--- config.mk ---
export PLATFORM = sky130hd
export DESIGN_NAME = spi_byte_master
export DESIGN_NICKNAME = d
export VERILOG_FILES = /design/src/rtl/spi_bm_pkg.sv /design/src/rtl/spi_bm_regs.sv /design/src/rtl/spi_bm_timer.sv /design/src/rtl/spi_bm_shift.sv /design/src/rtl/spi_byte_master.sv
export SDC_FILE = /design/constraint.sdc
export NUM_CORES = 1
export LEC_CHECK = 0
export ABC_AREA = 1
export BUFFER_PORTS_ARGS = -buffer_cell sky130_fd_sc_hd__buf_2
export CORE_ASPECT_RATIO = 0.75
export CORE_MARGIN = 2
export CORE_UTILIZATION = 61
export DETAILED_ROUTE_END_ITERATION = 16
export PLACE_DENSITY_LB_ADDON = 0.25
export SLEW_MARGIN = 0
export SYNTH_ARGS = -nofsm -noshare
export SYNTH_HDL_FRONTEND = slang
export SYNTH_SLANG_ARGS = --single-unit
--- constraint.sdc ---
create_clock -name clk_i -period 7.58 [get_ports clk_i]
set_input_delay 0.758 -clock clk_i [delete_from_list [all_inputs] [get_ports clk_i]]
set_output_delay 0.758 -clock clk_i [all_outputs]
set_load 0.05 [all_outputs]
--- src/rtl/spi_bm_pkg.sv ---
`timescale 1ns/1ps
package spi_bm_pkg;
  localparam int SPR_W   = 4;
  localparam int SPPR_W  = 3;
  localparam int CS_W    = 3;
  localparam int N_CS    = 1 << CS_W;
  localparam int BYTE_W  = 8;
  localparam int DIV_W   = SPR_W + (1 << SPPR_W) - 1;

  // configuration field positions; SPPR is split around bit 4
  localparam int CFG_SPPR0 = SPR_W;
  localparam int CFG_SPPRH = SPR_W + 1;
  localparam int CFG_CPOL  = CFG_SPPRH + SPPR_W - 1;
  localparam int CFG_PH    = CFG_CPOL + 1;
  localparam int CFG_TOP   = CFG_PH;

  localparam int CTL_RDY   = 0;
  localparam int CTL_ACT   = 1;
  localparam int CTL_NUM   = 2;
  localparam int CTL_TOP   = CTL_NUM + CS_W - 1;

  typedef enum logic [1:0] {
    ADDR_CFG  = 2'd0,
    ADDR_CTRL = 2'd1,
    ADDR_TXD  = 2'd2,
    ADDR_RXD  = 2'd3
  } reg_addr_e;
endpackage

--- src/rtl/spi_bm_regs.sv ---
`timescale 1ns/1ps
module spi_bm_regs
  import spi_bm_pkg::*;
#(
  parameter int BUS_W = 32
) (
  input  logic              clk_i,
  input  logic              rst_ni,
  input  logic [1:0]        addr_i,
  input  logic [BUS_W-1:0]  wdata_i,
  input  logic              we_i,
  output logic [BUS_W-1:0]  rdata_o,
  input  logic              busy_i,
  input  logic              done_i,
  input  logic [BYTE_W-1:0] rx_byte_i,
  output logic [SPR_W-1:0]  spr_o,
  output logic [SPPR_W-1:0] sppr_o,
  output logic              cpol_o,
  output logic              ph_first_o,
  output logic [CS_W-1:0]   cs_num_o,
  output logic              cs_act_o,
  output logic              start_o,
  output logic [BYTE_W-1:0] tx_byte_o
);
  logic [SPR_W-1:0]  spr_q;
  logic [SPPR_W-1:0] sppr_q;
  logic              cpol_q, ph_q, rdy_q, act_q;
  logic [CS_W-1:0]   num_q;
  logic [BYTE_W-1:0] rx_q;
  logic              wr_cfg, wr_ctl;
  logic [CFG_TOP:0]  cfg_word;
  logic [CTL_TOP:0]  ctl_word;
  logic              unused_wdata;

  assign unused_wdata = ^wdata_i[BUS_W-1:CFG_TOP+1];
  assign wr_cfg  = we_i && (addr_i == ADDR_CFG);
  assign wr_ctl  = we_i && (addr_i == ADDR_CTRL);
  assign start_o = we_i && (addr_i == ADDR_TXD) && !busy_i;
  assign tx_byte_o = wdata_i[BYTE_W-1:0];

  always_ff @(posedge clk_i or negedge rst_ni) begin
    if (!rst_ni) begin
      spr_q  <= '0;
      sppr_q <= '0;
      cpol_q <= 1'b0;
      ph_q   <= 1'b0;
      rdy_q  <= 1'b0;
      act_q  <= 1'b0;
      num_q  <= '0;
      rx_q   <= '0;
    end else begin
      if (wr_cfg) begin
        spr_q  <= wdata_i[SPR_W-1:0];
        sppr_q <= {wdata_i[CFG_CPOL-1:CFG_SPPRH], wdata_i[CFG_SPPR0]};
        cpol_q <= wdata_i[CFG_CPOL];
        ph_q   <= wdata_i[CFG_PH];
      end
      if (wr_ctl) begin
        act_q <= wdata_i[CTL_ACT];
        num_q <= wdata_i[CTL_TOP:CTL_NUM];
      end
      // hardware set wins; software may only clear
      if (done_i)                            rdy_q <= 1'b1;
      else if (wr_ctl && !wdata_i[CTL_RDY])  rdy_q <= 1'b0;
      if (done_i) rx_q <= rx_byte_i;
    end
  end

  assign cfg_word = {ph_q, cpol_q, sppr_q[SPPR_W-1:1], sppr_q[0], spr_q};
  assign ctl_word = {num_q, act_q, rdy_q};

  always_comb begin
    rdata_o = '0;
    unique case (addr_i)
      ADDR_CFG:  rdata_o[CFG_TOP:0] = cfg_word;
      ADDR_CTRL: rdata_o[CTL_TOP:0] = ctl_word;
      ADDR_TXD:  rdata_o = '0;
      ADDR_RXD:  rdata_o[BYTE_W-1:0] = rx_q;
      default:   rdata_o = '0;
    endcase
  end

  assign spr_o      = spr_q;
  assign sppr_o     = sppr_q;
  assign cpol_o     = cpol_q;
  assign ph_first_o = ph_q;
  assign cs_num_o   = num_q;
  assign cs_act_o   = act_q;

  assert_ready_rise_R7: assert property (@(posedge clk_i) disable iff (!rst_ni)
    $rose(rdy_q) |-> $past(busy_i));
endmodule

--- src/rtl/spi_bm_timer.sv ---
`timescale 1ns/1ps
module spi_bm_timer
  import spi_bm_pkg::*;
(
  input  logic              clk_i,
  input  logic              rst_ni,
  input  logic              busy_i,
  input  logic [SPR_W-1:0]  spr_i,
  input  logic [SPPR_W-1:0] sppr_i,
  input  logic              cpol_i,
  output logic              lead_o,
  output logic              trail_o,
  output logic              sck_o
);
  logic [DIV_W-1:0] spr_eff, div_raw, div, half, pc_q;
  logic             sck_q;

  always_comb begin
    spr_eff = (spr_i == '0) ? DIV_W'(1) : DIV_W'(spr_i);
    div_raw = spr_eff << sppr_i;
    div     = (div_raw < DIV_W'(2)) ? DIV_W'(2) : div_raw;
    half    = div >> 1;
  end

  assign lead_o  = busy_i && (pc_q == half - DIV_W'(1));
  assign trail_o = busy_i && (pc_q == div - DIV_W'(1));

  always_ff @(posedge clk_i or negedge rst_ni) begin
    if (!rst_ni) begin
      pc_q  <= '0;
      sck_q <= 1'b0;
    end else if (!busy_i) begin
      pc_q  <= '0;
      sck_q <= cpol_i;
    end else begin
      pc_q <= trail_o ? '0 : pc_q + DIV_W'(1);
      if (lead_o)       sck_q <= ~cpol_i;
      else if (trail_o) sck_q <= cpol_i;
    end
  end

  assign sck_o = sck_q;

  assert_sck_idle_R4: assert property (@(posedge clk_i) disable iff (!rst_ni)
    !busy_i |=> (sck_o == $past(cpol_i)));
endmodule

--- src/rtl/spi_bm_shift.sv ---
`timescale 1ns/1ps
module spi_bm_shift
  import spi_bm_pkg::*;
(
  input  logic              clk_i,
  input  logic              rst_ni,
  input  logic              start_i,
  input  logic [BYTE_W-1:0] tx_byte_i,
  input  logic              ph_first_i,
  input  logic              lead_i,
  input  logic              trail_i,
  input  logic              miso_i,
  output logic              busy_o,
  output logic              done_o,
  output logic              mosi_o,
  output logic [BYTE_W-1:0] rx_byte_o
);
  localparam int CNT_W = $clog2(BYTE_W);

  logic              busy_q, mosi_q;
  logic [CNT_W-1:0]  bit_q;
  logic [BYTE_W-1:0] tx_q, rx_q;

  assign done_o = trail_i && (bit_q == CNT_W'(BYTE_W-1));

  always_ff @(posedge clk_i or negedge rst_ni) begin
    if (!rst_ni) begin
      busy_q <= 1'b0;
      mosi_q <= 1'b0;
      bit_q  <= '0;
      tx_q   <= '0;
      rx_q   <= '0;
    end else if (start_i) begin
      busy_q <= 1'b1;
      bit_q  <= '0;
      rx_q   <= '0;
      if (ph_first_i) begin
        mosi_q <= tx_byte_i[BYTE_W-1];
        tx_q   <= {tx_byte_i[BYTE_W-2:0], 1'b0};
      end else begin
        tx_q   <= tx_byte_i;
      end
    end else if (busy_q) begin
      if (lead_i) begin
        if (ph_first_i) rx_q <= {rx_q[BYTE_W-2:0], miso_i};
        else begin
          mosi_q <= tx_q[BYTE_W-1];
          tx_q   <= {tx_q[BYTE_W-2:0], 1'b0};
        end
      end
      if (trail_i) begin
        if (ph_first_i) begin
          mosi_q <= tx_q[BYTE_W-1];
          tx_q   <= {tx_q[BYTE_W-2:0], 1'b0};
        end else begin
          rx_q <= {rx_q[BYTE_W-2:0], miso_i};
        end
        bit_q <= bit_q + CNT_W'(1);
        if (done_o) busy_q <= 1'b0;
      end
    end
  end

  // trailing-edge mode takes its last sample on the completing edge
  assign rx_byte_o = ph_first_i ? rx_q : {rx_q[BYTE_W-2:0], miso_i};
  assign busy_o    = busy_q;
  assign mosi_o    = mosi_q;

  assert_busy_hold_R8: assert property (@(posedge clk_i) disable iff (!rst_ni)
    busy_q && !done_o |=> busy_q);
  assert_start_idle_R8: assert property (@(posedge clk_i) disable iff (!rst_ni)
    start_i |-> !busy_q);
endmodule

--- src/rtl/spi_byte_master.sv ---
`timescale 1ns/1ps
module spi_byte_master
  import spi_bm_pkg::*;
#(
  parameter int BUS_W = 32
) (
  input  logic             clk_i,
  input  logic             rst_ni,
  input  logic [1:0]       reg_addr_i,
  input  logic [BUS_W-1:0] reg_wdata_i,
  input  logic             reg_we_i,
  output logic [BUS_W-1:0] reg_rdata_o,
  output logic             sck_o,
  output logic             mosi_o,
  input  logic             miso_i,
  output logic [N_CS-1:0]  cs_n_o
);
  logic [SPR_W-1:0]  spr;
  logic [SPPR_W-1:0] sppr;
  logic              cpol, ph_first, cs_act, start, busy, done, lead, trail;
  logic [CS_W-1:0]   cs_num;
  logic [BYTE_W-1:0] tx_byte, rx_byte;

  spi_bm_regs #(.BUS_W(BUS_W)) u_regs (
    .clk_i, .rst_ni,
    .addr_i(reg_addr_i), .wdata_i(reg_wdata_i), .we_i(reg_we_i), .rdata_o(reg_rdata_o),
    .busy_i(busy), .done_i(done), .rx_byte_i(rx_byte),
    .spr_o(spr), .sppr_o(sppr), .cpol_o(cpol), .ph_first_o(ph_first),
    .cs_num_o(cs_num), .cs_act_o(cs_act), .start_o(start), .tx_byte_o(tx_byte)
  );

  spi_bm_timer u_timer (
    .clk_i, .rst_ni, .busy_i(busy),
    .spr_i(spr), .sppr_i(sppr), .cpol_i(cpol),
    .lead_o(lead), .trail_o(trail), .sck_o(sck_o)
  );

  spi_bm_shift u_shift (
    .clk_i, .rst_ni, .start_i(start), .tx_byte_i(tx_byte), .ph_first_i(ph_first),
    .lead_i(lead), .trail_i(trail), .miso_i(miso_i),
    .busy_o(busy), .done_o(done), .mosi_o(mosi_o), .rx_byte_o(rx_byte)
  );

  for (genvar k = 0; k < N_CS; k++) begin : g_cs
    assign cs_n_o[k] = !(cs_act && (cs_num == CS_W'(k)));
  end

  assert_cs_onehot_R6: assert property (@(posedge clk_i) disable iff (!rst_ni)
    $onehot0(~cs_n_o));
  assert_cs_release_R6: assert property (@(posedge clk_i) disable iff (!rst_ni)
    reg_we_i && (reg_addr_i == ADDR_CTRL) && !reg_wdata_i[CTL_ACT] |=> &cs_n_o);
endmodule

* Word level (Yosys, flattened, before mapping)
Cells that the tools add are included.
** Word-level totals
- Bits in latches :: 0
- Bits of input ports :: 38
- Memories :: 0
- Bits in writable memories :: 0
- Memory bits (read-only) :: 0
- Word-level logic and storage cells :: 111
- Output and inout port bits :: 42
- Flip-flop bits (word level) :: 55
** Operators by class
- Div/mod/pow operators :: 0
- Magnitude comparators :: 1
- Multiplexer cells :: 40
- Eq/ne operators :: 15
- Reductions and logical operators :: 34
- Add/sub/neg operators :: 4
- Multipliers :: 0
- Shifts and indexed selects :: 1
- Bitwise gates (word level) :: 1
** Operators by type and width (count)
- $mux 8 :: 14
- $mux 11 :: 3
- $eq 11x11->1 :: 2
- $pmux 5 s4 :: 1
- $mux 1 :: 17
- $logic_and 1x1->1 :: 16
- $eq 3x3->1 const B :: 5
- $add 11x1->11 const B :: 1
- $lt 11x2->1 const B :: 1
- $shl 11x3->11 :: 1
- $sub 10x1->11 const B :: 1
- $sub 11x1->11 const B :: 1
- $logic_not 1->1 :: 10
- $mux 3 :: 3
- $eq 3x2->1 const B :: 2
- $pmux 3 s2 :: 1
- $reduce_bool 2->1 :: 3
- $eq 2x2->1 const B :: 2
- $logic_not 4->1 :: 1
- $mux 4 :: 1
- $reduce_and 2->1 :: 2
- $add 3x1->3 const B :: 1
- $eq 3x1->1 const B :: 1
- $logic_not 3->1 :: 1
- other kinds (5) :: 5

* Longest topological paths before layout
- Depth after elaboration :: 13
- Depth in mapped cells :: 29
- Mapped depth without buffers :: 28

* Modules after synthesis
Synthesis repeated with hierarchy kept, for this count alone.
** Unflattened totals
- Cells, all modules :: 664
- Area, all modules :: 4514.3 µm²
** By module, submodules not included
- spi_bm_timer :: seq. area each 300.3 µm², instances 1, cells an instance 303, area each 1769.2 µm²
- spi_bm_regs :: seq. area each 550.5 µm², instances 1, cells an instance 175, area each 1366.3 µm²
- spi_bm_shift :: seq. area each 525.5 µm², instances 1, cells an instance 167, area each 1305.0 µm²
- spi_byte_master :: seq. area each 0.0 µm², instances 1, cells an instance 19, area each 73.8 µm²

* Worst setup path after synthesis
No wires, ideal clock.
- Kind :: register to register
- From :: register u_regs.sppr_q[0] (netlist: u_regs.sppr_o[0])
- To :: register u_shift.tx_q[1]
- Arrival time :: 2.995 ns
- Library setup time :: 0.133 ns
- Path buffers :: 2
- Clock period less this slack :: 3.128 ns
- Cell stages (with the launch flop) :: 26
- Slack :: 4.452 ns
- Required time :: 7.447 ns
- Cells stage by stage :: dfrtp_1 > buf_4 > o21ai_1 > nand2_1 > nand2_2 > nand2_1 > nand2_2 > nor2_4 > nand3_4 > nand2_2 > inv_1 > ha_1 > inv_1 > nor2_4 > nand2_2 > nor2_4 > nand2_1 > xor2_1 > nand2_1 > nor2_1 > nand4_2 > nand2_1 > buf_6 > nand2_1 > o21ai_1 > o21ai_1
** On the way
- Word-level cells in the longest chain between the ends :: 11
- Elaborated cells on any way between the ends :: 14
- Those cells by class :: 2 x add/sub; 1 x order compare; 2 x eq/ne; 1 x shift; 6 x mux; 2 x reduce/logical
** RTL lines
- from (decl) :: RTL line spi_bm_regs.sv:26 : logic [SPPR_W-1:0] sppr_q;
- from (signal assigned) :: RTL line spi_bm_regs.sv:54 : sppr_q <= {wdata_i[CFG_CPOL-1:CFG_SPPRH], wdata_i[CFG_SPPR0]};
- $shl 11x3->11 (*) :: RTL line spi_bm_timer.sv:20 : div_raw = spr_eff << sppr_i;
- $lt 11x2->1 :: RTL line spi_bm_timer.sv:21 : div = (div_raw < DIV_W'(2)) ? DIV_W'(2) : div_raw;
- $mux 11 (*) :: RTL line spi_bm_timer.sv:21
- $sub 10x1->11 :: RTL line spi_bm_timer.sv:25 : assign lead_o = busy_i && (pc_q == half - DIV_W'(1));
- $eq 11x11->1 :: RTL line spi_bm_timer.sv:25
- $logic_and 1x1->1 :: RTL line spi_bm_timer.sv:25
- $mux 8 :: RTL line spi_bm_shift.sv:44 : if (lead_i) begin
- $mux 8 :: RTL line spi_bm_shift.sv:52 : if (ph_first_i) begin
- $mux 8 (*) :: RTL line spi_bm_shift.sv:51 : if (trail_i) begin
- $mux 8 (*) :: RTL line spi_bm_shift.sv:43 : end else if (busy_q) begin
- $mux 8 (*) :: RTL line spi_bm_shift.sv:33 : end else if (start_i) begin
- to (signal assigned) :: RTL line spi_bm_shift.sv:39 : tx_q <= {tx_byte_i[BYTE_W-2:0], 1'b0};
- to (signal assigned) :: RTL line spi_bm_shift.sv:48 : tx_q <= {tx_q[BYTE_W-2:0], 1'b0};
- to (signal assigned) :: RTL line spi_bm_shift.sv:54 : tx_q <= {tx_q[BYTE_W-2:0], 1'b0};
- to (decl) :: RTL line spi_bm_shift.sv:22 : logic [BYTE_W-1:0] tx_q, rx_q;
Mark *: on every way between the ends. The rest lies on a longest branch, timed or not. The select of a mux whose other input is x is not followed.
A chain may end at the register's enable or synchronous reset.

* Worst setup path after layout
- From :: register u_regs.sppr_q[1] (netlist: u_regs.sppr_o[1])
- To :: register u_shift.tx_q[1]
Same word-level chain as after synthesis.

==> impl_metrics.tcl <==
set metrics [dict create \
    status "finished clean" \
    dr.pass1.iters 7 \
    nets 718 \
    wl_per_cell_um 14.1 \
    setup_ws_ns 3.25 \
    syn_area_sq_um 4430 \
    place_ws_ns 3.36 \
    hold_class "reg2reg" \
    drc 0 \
    avgSynthCellArea_sq_um 6.89 \
    crit_type "reg2reg" \
    vias 4128 \
    end_kind "flip-flop" \
    drt-initial-drc-count 344 \
    cts_buffers 5 \
    cp_max_fo 11 \
    clock_latency_ns 0.32 \
    floorplan.die_area_sq_um 7970 \
    dpl.hpwl_um 8390 \
    critPathArrivalTime_ns 4.51 \
    area_growth_pct 5.22 \
    ios 80 \
    final-max-slew-violation-count 0 \
    grt_usage_pct 28.3 \
    initial_core_util_pct 64.0 \
    drive_gt1_share_pct 14.8 \
    gr-total-overflow 0 \
    post-route-min-period_ns 4.33 \
    ctsRootBufferMaster "clkbuf_8" \
    io_buffers 33 \
    hold_buffers 0 \
    grt_pass1_wl_um 17800 \
    antenna_found_initial 0 \
    tightest_slew_ns 0.810 \
    crit_path_start_kind "flip-flop" \
    finalCritPeriodShare_pct 57.1 \
    peakVddDrop_mv 0.168 \
    setup-violations-final 0 \
    clk_pin_slew_ns 0.11 \
    cts_setup_buffers 0 \
    relSlewSlack_pct 46.0 \
    synth_area_leaders "dfrtp_1, nand2_1, inv_1" \
    core_area_sq_um 6930 \
    crit_required_ns 7.76 \
    rows 26 \
    synth_top_area_share_pct 31.0 \
    hold_viol_final 0 \
    syn_inst 643 \
    ys_warn_count 0 \
    fill_cells 648 \
    fmax_ghz 0.231 \
    grt_max_degree 56 \
    fin_setup_tns_ns 0 \
    multi_input_comb_area_sq_um 2580 \
    routed_wl_um 10800 \
    cap_violations 0 \
    final_util_pct 67.3 \
    synth_top_area_cell "dfrtp_1" \
    synth_cell_types 45 \
    rsz0062_at_grt "false" \
    cts_resized 0 \
    power.leakage_nw 2.45 \
    drtAntennaViolNets 0 \
    cts_tree "done" \
    p_total_w 0.00146 \
    synth_seq_cells 55 \
    fin_skew_ns 0.0121 \
    grt_pass1_vias 3690 \
    seq_area_frac_synth_pct 31.0 \
    htree_levels 2 \
    clock-sinks 55 \
    power.density_nw_per_um2 313 \
    ctsLongestPathBuffers 2 \
    seqCellArea_sq_um 1380 \
    die_h_um 77.8 \
    die-width_um 102 \
    place_congestion 0.956 \
    viasPerCell 5.38 \
    diodes 0 \
]
## power breakdown
group	internal (W)	switching, W	leakage [nW]
registers	0.000373	0.0000907	0.683
clock network	0.0000968	0.000103	0.0502
logic	0.000262	0.000536	1.71
total	0.000731	0.000729	2.45
## synthesized netlist by cell type (all sizes together)
cell,instances
a21boi,1
a21oi,19
a22oi,3
a31oi,9
and2,1
and3,2
buf,31
clkbuf,5
clkinv,1
conb,1
dfrtp,55
ha,10
inv,79
nand2,200
nand3,51
nand3b,3
nand4,15
nor2,81
nor3,4
o2111ai,2
o211ai,1
o21ai,42
o21bai,1
o22ai,2
o31ai,1
or2,1
xnor2,5
xor2,17
## stage by stage
| step | instance area, sq um | cells | hold WS, ns |
|---|---|---|---|
| after floorplan | 4520 | 665 | 0.442 |
| after global placement | 4560 | 761 | 0.464 |
| after detailed placement | 4560 | 761 | 0.460 |
| after CTS | 4660 | 768 | 0.492 |
| after global routing | 4660 | 768 | 0.518 |
| final | 4660 | 768 | 0.499 |
## worst paths after layout
check / from / end / slack (ns) / cells past startpoint
hold / removal: u_regs.rx_q[3] / u_regs.rx_q[3] / 0.50 / 2
setup / recovery: u_regs.sppr_o[1] / u_shift.tx_q[1] / 3.25 / 24
max in group asynchronous: rst_ni / u_regs.cs_num_o[2] / 6.51 / 2
setup reg to reg: u_regs.sppr_o[1] / u_shift.tx_q[1] / 3.25 / 24
hold reg to reg: u_regs.rx_q[3] / u_regs.rx_q[3] / 0.50 / 2
min in group asynchronous: rst_ni / u_shift.rx_q[0] / 0.58 / 2
## logic make-up (layout without fill, tap and decap cells)
| group | after synthesis | in the layout | share of synthesized area, % |
|---|---|---|---|
| AOI/OAI and AO/OA | 81 | 81 | 10.5 |
| and+or+nand+nor | 358 | 358 | 38.6 |
| xor gates and xnor gates | 22 | 22 | 4.35 |
| other | 1 | 23 | 0.0846 |
| adders and majority gates | 10 | 10 | 2.82 |
| DFF | 55 | 55 | 31.0 |
| buffers and inverters | 116 | 121 | 12.6 |
## area by class of cell
type	instances	share of cell area, %
flip-flops and latches	55	29.5
clock inverters	2	0.805
repair buffers	34	3.70
well taps	98	2.63
inverters	80	6.55
clock buffers	5	1.48
multi-input cells	494	55.3
## registers in the layout, indices dropped and copies added, names as in the netlist
register           flops
u_regs.spr_o           4
u_regs.cpol_o          1
u_regs.cs_act_o        1
u_regs.rx_q            8
u_timer.sck_o          1
u_shift.bit_q          3
u_regs.rdy_q           1
u_timer.pc_q          11
u_regs.cs_num_o        3
u_shift.rx_q           8
u_regs.sppr_o          3
u_shift.mosi_o         1
u_shift.busy_o         1
u_shift.tx_q           8
u_regs.ph_first_o      1
## layout by cell type, fill, tap and decap left out, types with 5 or more instances in the layout
cell / instances
xnor2_1: 5
xor2_1: 17
nand2_1: 181
nor2_1: 69
nand2_2: 15
nand3_2: 5
clkbuf_8: 5
inv_2: 7
buf_2: 33
a21oi_1: 19
conb_1: 23
ha_1: 10
dfrtp_1: 55
nor2_4: 5
o21ai_0: 28
inv_1: 70
nand4_1: 12
nor2_2: 6
o21ai_1: 10
nand3_1: 43
a31oi_1: 9
## critical path, cell delays in order, from the launching register on
cell and delay, ns:
dfrtp_1 0.70, inv_4 0.10, nor2_1 0.20, nand2_2 0.14, nand2_2 0.13, nor2_1 0.06, nand3_1 0.09, nor2_2 0.06
nand3_4 0.12, nand2_2 0.11, inv_1 0.16, ha_1 0.26, inv_1 0.11, nor2_4 0.19, nand2_2 0.10, nor2_4 0.19
nand2_1 0.09, xor2_1 0.24, nand2_1 0.09, nor2_1 0.18, nand4_2 0.26, nand2_1 0.38, nand2_1 0.08, o21ai_1 0.08
o21ai_1 0.07
## layer usage
layer | vias up | part of all wire [%] | GRT usage (%)
met5 | - | 0 | 0
met4 | 0 | 0.95 | 6.13
met3 | 12 | 6.7 | 4.77
met2 | 141 | 43 | 42.1
met1 | 1919 | 50 | 43.0
li1 | 2056 | - | -
(Power assumes the default switching activity.)
